File: src/rtl/dts_pkg.sv
package dts_pkg;

    typedef enum logic [1:0] {
        TM_BLOCK = 2'b00,
        TM_RPT   = 2'b01,
        TM_LINK  = 2'b10,
        TM_BURST = 2'b11
    } trig_mode_e;

    typedef enum logic [2:0] {
        S_IDLE,
        S_ARM,
        S_BURST,
        S_LGATE,
        S_LINK
    } seq_state_e;

    typedef struct packed {
        trig_mode_e mode;
        logic       sw;
    } chan_cfg_t;

    function automatic logic gate_needed(trig_mode_e m, logic rpt_en,
                                         logic first_blk, logic first_rpt);
        case (m)
            TM_BLOCK: return first_blk;
            TM_RPT:   return rpt_en ? first_rpt : first_blk;
            TM_LINK:  return 1'b0;
            default:  return 1'b1;
        endcase
    endfunction

endpackage

File: src/rtl/dts_trig.sv
module dts_trig (
    input  logic clk,
    input  logic rst,
    input  logic active,
    input  logic trig_i,
    input  logic consume,
    input  logic clr_ovr,
    output logic pend_o,
    output logic ovr_o
);
    logic trig_d, pend_q, ovr_q, rise;

    assign rise   = trig_i & ~trig_d;
    assign pend_o = pend_q;
    assign ovr_o  = ovr_q;

    always_ff @(posedge clk) begin
        if (rst) begin
            trig_d <= 1'b0;
            pend_q <= 1'b0;
            ovr_q  <= 1'b0;
        end else begin
            trig_d <= trig_i;
            if (!active)      pend_q <= 1'b0;
            else if (rise)    pend_q <= 1'b1;
            else if (consume) pend_q <= 1'b0;
            if (clr_ovr)
                ovr_q <= 1'b0;
            else if (active && rise && pend_q && !consume)
                ovr_q <= 1'b1;
        end
    end

    // a hit is consumed only when one is pending
    a_r10_consume_pending: assert property (@(posedge clk) disable iff (rst)
        consume |-> pend_q);
    // overrun is sticky until cleared
    a_r10_ovr_sticky: assert property (@(posedge clk) disable iff (rst)
        (ovr_q && !clr_ovr) |=> ovr_q);

endmodule

File: src/rtl/dts_count.sv
module dts_count #(
    parameter int CNT_W   = 16,
    parameter int BURST_W = 8,
    parameter int RPT_W   = 8,
    parameter bit RPT_EN  = 1'b1
) (
    input  logic               clk,
    input  logic               rst,
    input  logic               load,
    input  logic [CNT_W-1:0]   blk_bytes,
    input  logic [BURST_W-1:0] burst_len,
    input  logic [RPT_W-1:0]   rpt_cnt,
    input  logic               take,
    output logic [CNT_W-1:0]   beat_o,
    output logic               last_o,
    output logic               rpt_zero_o
);
    logic [CNT_W-1:0] bytes_q, blk_q, burst_q;

    assign burst_q = CNT_W'(burst_len_q);
    logic [BURST_W-1:0] burst_len_q;

    assign last_o = (bytes_q <= burst_q);
    assign beat_o = last_o ? bytes_q : burst_q;

    generate
        if (RPT_EN) begin : g_rpt
            logic [RPT_W-1:0] rpt_q;
            assign rpt_zero_o = (rpt_q == '0);
            always_ff @(posedge clk) begin
                if (rst)                              rpt_q <= '0;
                else if (load)                        rpt_q <= rpt_cnt;
                else if (take && last_o && rpt_q != '0) rpt_q <= rpt_q - 1'b1;
            end
        end else begin : g_norpt
            assign rpt_zero_o = 1'b1;
        end
    endgenerate

    always_ff @(posedge clk) begin
        if (rst) begin
            bytes_q     <= '0;
            blk_q       <= '0;
            burst_len_q <= '0;
        end else if (load) begin
            bytes_q     <= blk_bytes;
            blk_q       <= blk_bytes;
            burst_len_q <= burst_len;
        end else if (take) begin
            if (last_o && !rpt_zero_o) bytes_q <= blk_q;
            else                       bytes_q <= bytes_q - beat_o;
        end
    end

    // the final beat never exceeds what remains
    a_r3_beat_fits: assert property (@(posedge clk) disable iff (rst)
        take |-> (beat_o <= bytes_q));

endmodule

File: src/rtl/dma_trig_seq.sv
module dma_trig_seq
    import dts_pkg::*;
#(
    parameter int CNT_W   = 16,
    parameter int BURST_W = 8,
    parameter int RPT_W   = 8,
    parameter bit RPT_EN  = 1'b1
) (
    input  logic               clk,
    input  logic               rst,
    input  logic               en_wr_i,
    input  logic               en_wdata_i,
    input  logic [1:0]         trig_mode_i,
    input  logic [CNT_W-1:0]   blk_bytes_i,
    input  logic [BURST_W-1:0] burst_len_i,
    input  logic [RPT_W-1:0]   rpt_cnt_i,
    input  logic               sw_req_i,
    input  logic               per_req_i,
    input  logic               trig_i,
    input  logic               link_en_i,
    output logic               burst_valid_o,
    input  logic               burst_ready_i,
    output logic [CNT_W-1:0]   burst_bytes_o,
    output logic               link_valid_o,
    input  logic               link_ready_i,
    output logic               done_irq_o,
    output logic               busy_o,
    output logic               trig_ovr_o
);
    seq_state_e state_q;
    chan_cfg_t  cfg_q;
    logic first_blk_q, first_rpt_q, abort_q, irq_q;
    logic start, stop, load, take, last, rpt_zero, pend, consume;
    logic gate, req_ok, issue, link_acc, lgate_go;

    assign start    = (state_q == S_IDLE) && en_wr_i && en_wdata_i;
    assign stop     = en_wr_i && !en_wdata_i;
    assign take     = (state_q == S_BURST) && burst_ready_i;
    assign link_acc = (state_q == S_LINK) && link_ready_i;
    assign load     = start || (link_acc && !abort_q && !stop);
    assign req_ok   = cfg_q.sw || per_req_i;
    assign gate     = gate_needed(cfg_q.mode, RPT_EN, first_blk_q, first_rpt_q);
    assign issue    = (state_q == S_ARM) && !stop && req_ok && (!gate || pend);
    assign lgate_go = (state_q == S_LGATE) && !stop && ((cfg_q.mode != TM_LINK) || pend);
    assign consume  = (issue && gate) || (lgate_go && cfg_q.mode == TM_LINK);

    dts_trig u_trig (
        .clk(clk), .rst(rst), .active(state_q != S_IDLE), .trig_i(trig_i),
        .consume(consume), .clr_ovr(start), .pend_o(pend), .ovr_o(trig_ovr_o)
    );

    dts_count #(.CNT_W(CNT_W), .BURST_W(BURST_W), .RPT_W(RPT_W), .RPT_EN(RPT_EN)) u_count (
        .clk(clk), .rst(rst), .load(load), .blk_bytes(blk_bytes_i),
        .burst_len(burst_len_i), .rpt_cnt(rpt_cnt_i), .take(take),
        .beat_o(burst_bytes_o), .last_o(last), .rpt_zero_o(rpt_zero)
    );

    always_ff @(posedge clk) begin
        if (rst) begin
            state_q     <= S_IDLE;
            cfg_q       <= '0;
            first_blk_q <= 1'b0;
            first_rpt_q <= 1'b0;
            abort_q     <= 1'b0;
            irq_q       <= 1'b0;
        end else begin
            irq_q <= 1'b0;
            if (load) begin
                cfg_q       <= '{mode: trig_mode_e'(trig_mode_i), sw: sw_req_i};
                first_blk_q <= 1'b1;
                first_rpt_q <= 1'b1;
            end else if (issue) begin
                first_blk_q <= 1'b0;
                first_rpt_q <= 1'b0;
            end else if (take && last && !rpt_zero) begin
                first_blk_q <= 1'b1;
            end
            case (state_q)
                S_IDLE:  if (start) state_q <= S_ARM;
                S_ARM: begin
                    if (stop)       state_q <= S_IDLE;
                    else if (issue) state_q <= S_BURST;
                end
                S_BURST: begin
                    if (stop) abort_q <= 1'b1;
                    if (burst_ready_i) begin
                        if (abort_q || stop)  state_q <= S_IDLE;
                        else if (!last || !rpt_zero) state_q <= S_ARM;
                        else if (link_en_i)   state_q <= S_LGATE;
                        else begin
                            state_q <= S_IDLE;
                            irq_q   <= 1'b1;
                        end
                    end
                end
                S_LGATE: begin
                    if (stop)          state_q <= S_IDLE;
                    else if (lgate_go) state_q <= S_LINK;
                end
                S_LINK: begin
                    if (stop) abort_q <= 1'b1;
                    if (link_ready_i)
                        state_q <= (abort_q || stop) ? S_IDLE : S_ARM;
                end
                default: state_q <= S_IDLE;
            endcase
            if (state_q == S_IDLE) abort_q <= 1'b0;
        end
    end

    assign burst_valid_o = (state_q == S_BURST);
    assign link_valid_o  = (state_q == S_LINK);
    assign busy_o        = (state_q != S_IDLE);
    assign done_irq_o    = irq_q;

    // completion pulse only when idle again, one cycle wide
    a_r2_irq_idle: assert property (@(posedge clk) disable iff (rst)
        done_irq_o |-> !busy_o);
    a_r2_irq_pulse: assert property (@(posedge clk) disable iff (rst)
        done_irq_o |=> !done_irq_o);
    // an offered burst holds its size until accepted
    a_r3_burst_hold: assert property (@(posedge clk) disable iff (rst)
        (burst_valid_o && !burst_ready_i) |=> (burst_valid_o && $stable(burst_bytes_o)));
    // an offered link fetch holds until accepted
    a_r9_link_hold: assert property (@(posedge clk) disable iff (rst)
        (link_valid_o && !link_ready_i) |=> link_valid_o);
    // an aborted channel raises no completion
    a_r11_abort_quiet: assert property (@(posedge clk) disable iff (rst)
        abort_q |=> !done_irq_o);
    // never both handshakes at once
    a_r9_one_handshake: assert property (@(posedge clk) disable iff (rst)
        $onehot0({burst_valid_o, link_valid_o}));

endmodule

File: config.mk
export PLATFORM = sky130hd
export DESIGN_NAME = dma_trig_seq
export DESIGN_NICKNAME = d
export VERILOG_FILES = /design/src/rtl/dts_pkg.sv /design/src/rtl/dts_trig.sv /design/src/rtl/dts_count.sv /design/src/rtl/dma_trig_seq.sv
export SDC_FILE = /design/constraint.sdc
export NUM_CORES = 1
export LEC_CHECK = 0
export BUFFER_PORTS_ARGS = -buffer_cell sky130_fd_sc_hd__buf_2
export CAP_MARGIN = 15
export CELL_PAD_IN_SITES_DETAIL_PLACEMENT = 0
export CELL_PAD_IN_SITES_GLOBAL_PLACEMENT = 1
export CORE_ASPECT_RATIO = 0.8
export CORE_MARGIN = 2
export CORE_UTILIZATION = 37
export DETAILED_ROUTE_END_ITERATION = 8
export PLACE_DENSITY = 0.79
export SLEW_MARGIN = 20
export SYNTH_ARGS = -nofsm -noshare
export SYNTH_HDL_FRONTEND = slang
export SYNTH_SLANG_ARGS = --single-unit
File: constraint.sdc
create_clock -name clk -period 3.8 [get_ports clk]
set_input_delay 0.19 -clock clk [delete_from_list [all_inputs] [get_ports clk]]
set_output_delay 0.19 -clock clk [all_outputs]
set_load 0.05 [all_outputs]
After elaboration in Yosys (flattened, before gate mapping):

Cells that the tools add are included.

* add/subtract/negate cells: 2
* magnitude comparators: 1
* equality and inequality tests: 12
* mux-type cells: 27
* bitwise gates (word level): 5
* reductions and logical operators: 52

Operator list (number)
* 2-to-1 mux 16 bit: 4
* logical AND 1 bit: 21
* 2-to-1 mux 3 bit: 7
* less-or-equal comparator 16 x 8 -> 1 bit: 1
* 2-to-1 mux 8 bit: 2
* subtractor 16 bit: 1
* one-hot mux 3 bit (5 select lines): 1
* 2-to-1 mux 1 bit: 9
* zero test 8 bit: 1
* nonzero test 2 bit: 4
* nonzero test 8 bit: 1
* OR reduction 2 bit: 4
* subtractor 8 x 1 -> 8 bit (second input constant): 1
* zero test 1 bit: 7
* logical OR 1 bit: 7
* == test 3 x 2 -> 1 bit (second input constant): 2
* 2-to-1 mux 2 bit: 3
* != test 3 bit (second input constant): 2
* nonzero test 3 bit: 2
* AND reduction 5 bit: 1
* OR reduction 5 bit: 1
* != test 2 x 1 -> 1 bit (second input constant): 2
* != test 2 bit (second input constant): 2
* NOT 1 bit: 4
* other kinds (9): 9

* flip-flop bits (word level): 61
* input port bits: 44
* output and inout bits: 21
* word-level logic and storage cells: 113

Logic depth before layout (Yosys ltp):

* depth in word-level cells: 10
* depth in mapped cells: 18
* gate-level depth less buffers: 17

Hierarchy:

A second synthesis with hierarchy kept.

* cell total of the unflattened synthesis: 472
* area total of the unflattened synthesis: 3940.0 um^2

Modules (own cells, without submodules)
* dts_count: instances 1, cells an instance 380, area an instance 3133.0 um^2, seq. area each 960.9 um^2
* dma_trig_seq: instances 1, cells an instance 81, area an instance 684.4 um^2, seq. area each 200.2 um^2
* dts_trig: instances 1, cells an instance 11, area an instance 122.6 um^2, seq. area each 60.1 um^2

Least setup slack after synthesis:

No wires, ideal clock.

* path kind: register to register
* start: register u_count.bytes_q[8]
* end: register u_count.bytes_q[14]
* library setup time: 103 ps
* data arrival time: 4044 ps
* data required time: 3697 ps
* slack: -347 ps
* stages on the path, launching flop included: 16
* path buffers: 1
* period minus slack after synthesis: 4147 ps
* path through: dfxtp_1 -> or3_1 -> or2_1 -> or3_1 -> nor3_4 -> buf_2 -> mux2_2 -> ha_1 -> inv_1 -> fa_1 -> a21o_1 -> a41oi_1 -> a31oi_1 -> nor2_1 -> o211ai_1 -> a2111oi_2

* word-level cells in the longest chain between the ends: 6
* elaborated cells on any way between the ends: 7
* classes of those cells: add/sub (1); order compare (1); mux (4); reduce/logical (1)

RTL lines
* start: declaration: RTL line dts_count.sv:18 `logic [CNT_W-1:0] bytes_q, blk_q, burst_q;`
* start signal: assignment: RTL line dts_count.sv:46 `bytes_q <= blk_bytes;`
* start signal: assignment: RTL line dts_count.sv:50 `if (last_o && !rpt_zero_o) bytes_q <= blk_q;`
* start signal: assignment: RTL line dts_count.sv:51 `else bytes_q <= bytes_q - beat_o;`
* less-or-equal comparator 16 x 8 -> 1 bit: RTL line dts_count.sv:23 `assign last_o = (bytes_q <= burst_q);`
* 2-to-1 mux 16 bit: RTL line dts_count.sv:24 `assign beat_o = last_o ? bytes_q : burst_q;`
* named net burst_bytes_o[0]: RTL line dma_trig_seq.sv:23 `output logic [CNT_W-1:0] burst_bytes_o,`
* subtractor 16 bit: RTL line dts_count.sv:51
* 2-to-1 mux 16 bit: RTL line dts_count.sv:50
* 2-to-1 mux 16 bit: RTL line dts_count.sv:49 `end else if (take) begin`
* 2-to-1 mux 16 bit: RTL line dts_count.sv:45 `end else if (load) begin`

The timed path passes the listed nets, and every way through them passes these cells. The select of a mux whose other input is x is not followed.
A chain may end at the register's enable or synchronous reset.

Final worst setup path:

* start: register u_count.bytes_q[10]
* end: register u_count.bytes_q[14]

* word-level cells in the longest chain between the ends: 6
* elaborated cells on any way between the ends: 7
* classes of those cells: add/sub (1); order compare (1); mux (4); reduce/logical (1)

RTL lines (RTL line)
* less-or-equal comparator 16 x 8 -> 1 bit: dts_count.sv:23
* 2-to-1 mux 16 bit: dts_count.sv:24
* subtractor 16 bit: dts_count.sv:51
* 2-to-1 mux 16 bit *: dts_count.sv:50
* 2-to-1 mux 16 bit *: dts_count.sv:49
* 2-to-1 mux 16 bit *: dts_count.sv:45

Mark *: on every way between the ends. The rest lies on a longest branch, timed or not. The select of a mux whose other input is x is not followed.

==> results_dict.tcl <==
set metrics [dict create \
    dp_slack_ps -104 \
    grt_pass1_wl_um 16500 \
    hpwl_um 6840 \
    viasPerCell 5.31 \
    fin_crit_ps 3770 \
    fp.coreArea_um2 9530 \
    clkTransAtPathRegs_ps 50 \
    hold_viol_final 0 \
    r2r_start "u_count.bytes_q[10]$_SDFFE_PP0P_" \
    finClkSkew_ps 7.13 \
    ant_nets 0 \
    reg2reg_slack_ps 30 \
    cp_cell_sequence "or3_4, or2_4, or3_4, nor3_4, buf_6, mux2_4, ha_4, inv_2, fa_2, a21o_1, a41oi_2, a31oi_4, buf_6, nor2_4, o211ai_1, a2111oi_2" \
    nFillCells 1004 \
    layout-drive-gt1-share_pct 23.6 \
    dr.pass1.iters 4 \
    grt_usage_pct 19.8 \
    cts_sinks 61 \
    gp_congestion 0.835 \
    die_w_um 114 \
    dieArea_um2 10500 \
    whs_path_depth 2 \
    fin_nets 593 \
    area_growth_pct 24.8 \
    wl_per_cell_um 14.9 \
    portBuffers 56 \
    postSynthAreaPerCell_um2 7.73 \
    holdBufCountCts 0 \
    cts-root-buf "clkbuf_16" \
    min_from "trig_i" \
    ir_drop_mv 0.238 \
    cts_tree "built" \
    ys_types 52 \
    num_antenna_cells 0 \
    seq_area_frac_synth_pct 34.0 \
    syn_area_um2 3590 \
    clk_path_buf_depth 2 \
    arrival_ps 3990 \
    p_leak_uw 0.00184 \
    overflow 0 \
    ys_ff_latch 61 \
    ys_warn_count 0 \
    synth-edff-count 0 \
    fin_ws_ps 29.9 \
    initial_core_util_pct 37.6 \
    grt_max_degree 46 \
    num_vias 3475 \
    crit_family "simple AND/OR/NAND/NOR gates" \
    die_y_um 92.1 \
    wirelength_um 9740 \
    drv_slew 0 \
    synthArstFlopShare_pct 0 \
    cp_num_buf_inv 3 \
    antenna_found_initial 0 \
    cts-buffers-inserted 9 \
    fin_crit_sh_pct 99.2 \
    crit_type "reg -> reg" \
    ios 65 \
    rows 32 \
    r2r_cells 16 \
    setup-violations-final 0 \
    fin_tns_setup_ps 0 \
    worst_pin_slew_ps 898 \
    rsz0062_at_grt "true" \
    synthFlopType "dfxtp_1" \
    htreeDepth 3 \
    holdPathEnd "u_trig.trig_d$_SDFF_PP0_" \
    cpPeakStageDelay_ps 400 \
    status "finished clean" \
    fmax_mhz 265 \
    crit_slowest_cell "a2111oi_2" \
    postLayoutCoreUtil_pct 47.0 \
    drc 0 \
    start_kind "flip-flop" \
    synth_cells 464 \
    crit_required_ps 4020 \
    grt_pass1_vias 3378 \
    hold_path_class "in -> reg" \
    power_density_nw_per_um2 537 \
    initialDrtViolationCount 200 \
    maxCapViolCount 0 \
    end_kind "flip-flop" \
    rr_endpoint "u_count.bytes_q[14]$_SDFFE_PP0P_" \
    worst-path-max-fanout 3 \
    clk_latency_ps 330 \
    slew_headroom_pct 39.9 \
]
==> stage by stage <==
stage / instances / hold slack [ps] / total power, uW / cell area (um2)
finish: 654 / 80.3 / 2400 / 4480
CTS: 648 / 74.5 / 2320 / 4340
global route: 654 / 84.8 / 2570 / 4480
detailed placement: 631 / 432 / 1560 / 4060
global placement: 631 / 409 / 1540 / 4060
floorplan: 471 / 318 / 1360 / 3650
==> layer usage <==
metal  vias to the layer above  GRT usage [%]  routed length [um]
met3                        20           4.69                 552
met5                         -              0                   0
li1                       1771              -                   -
met4                         0           7.93                 182
met1                      1593           27.4                4750
met2                        91           29.5                4260
==> kinds of logic after synthesis <==
kind of cell,Yosys count,share of synthesized area [%]
buf+inv,56,7.22
other cells,1,0.105
mux,11,3.10
simple gates,174,23.0
xor+xnor,13,3.17
compound gates,130,22.9
fa+ha+maj,18,6.49
flops,61,34.0
==> synth_stat cells (7+ instances only) <==
cell type,number,area [um2]
nand3_1,9,45.0
nor2_1,35,131
o22ai_1,10,62.6
buf_4,8,60.1
inv_1,22,82.6
a211oi_1,15,113
a31oi_1,7,43.8
o21ai_0,14,70.1
nand2_1,70,263
or3_1,9,56.3
clkbuf_1,19,71.3
nor3_1,11,55.1
a21boi_0,8,60.1
xor2_1,7,61.3
a21oi_1,48,240
ha_1,17,213
nand4_1,8,50.1
nor2b_1,8,50.1
mux2i_1,10,100
dfxtp_1,61,1220
==> worst register-to-register path, stage by stage, from the launching register on <==
cell       delay (ps)
dfxtp_4           340
or3_4             390
or2_4             250
or3_4             340
nor3_4            140
buf_6             140
mux2_4            170
ha_4              140
inv_2              30
fa_2              340
a21o_1            220
a41oi_2           230
a31oi_4           150
buf_6             140
nor2_4            110
o211ai_1          140
a2111oi_2         400
==> where the power goes <==
group | total [uW] | internal (uW) | switching (uW) | leakage [uW]
clock network | 732 | 453 | 279 | 0.000129
logic | 945 | 416 | 529 | 0.00122
registers | 728 | 688 | 39.4 | 0.000500
==> final cells by class <==
cell class | count | area (um2) | share of cell area [%]
clock buffer | 13 | 250 | 5.59
clock inverter | 2 | 10.0 | 0.224
inverter | 22 | 82.6 | 1.84
multi-input combinational | 354 | 2260 | 50.5
sequential | 61 | 1230 | 27.4
tap | 119 | 149 | 3.32
timing repair buffer | 83 | 494 | 11.0
==> flip-flops by register name (all words and copies together), names as in the netlist <==
register	cells
u_count.blk_q	16
done_irq_o	1
u_trig.pend_o	1
u_trig.ovr_o	1
u_count.bytes_q	16
first_blk_q	1
u_count.burst_len_q	8
first_rpt_q	1
state_q	3
u_count.g_rpt.rpt_q	8
u_trig.trig_d	1
abort_q	1
cfg_q	3
==> timing repair <==
item | in CTS | in global routing
endpoints found under the setup margin | 3 | 8
buffers inserted | 2 | 6
pin swaps | 2 | 9
resized for setup | 1 | 24
==> worst max-delay path by stage <==
stage,start,endpoint,slack (ps),cells after the start
2_1_floorplan,u_count.bytes_q[11]$_SDFFE_PP0P_,u_count.bytes_q[13]$_SDFFE_PP0P_,5,14
3_3_place_gp,u_count.bytes_q[10]$_SDFFE_PP0P_,u_count.bytes_q[13]$_SDFFE_PP0P_,20,14
3_5_place_dp,u_count.bytes_q[10]$_SDFFE_PP0P_,u_count.bytes_q[12]$_SDFFE_PP0P_,-100,14
4_1_cts,u_count.bytes_q[10]$_SDFFE_PP0P_,u_count.bytes_q[12]$_SDFFE_PP0P_,30,14
5_1_grt,u_count.bytes_q[11]$_SDFFE_PP0P_,u_count.bytes_q[14]$_SDFFE_PP0P_,-150,16
6_report,u_count.bytes_q[10]$_SDFFE_PP0P_,u_count.bytes_q[14]$_SDFFE_PP0P_,30,16
==> layout by cell type (no fill, tap or decap), drive strengths merged, types with 6 or more instances in the layout <==
master and n:
xnor2 6, nor4 6, nand3 9, nor2b 8, o21ai 14, mux2i 10
a21boi 8, nand2b 6, or3 9, nand4 8, a31oi 7, conb 8
dfxtp 61, nand2 70, buf 83, ha 17, clkbuf 13, nor2 35
xor2 7, inv 22, a211oi 15, o22ai 10, nor3 12, a21oi 48
(Power assumes the default switching activity.)
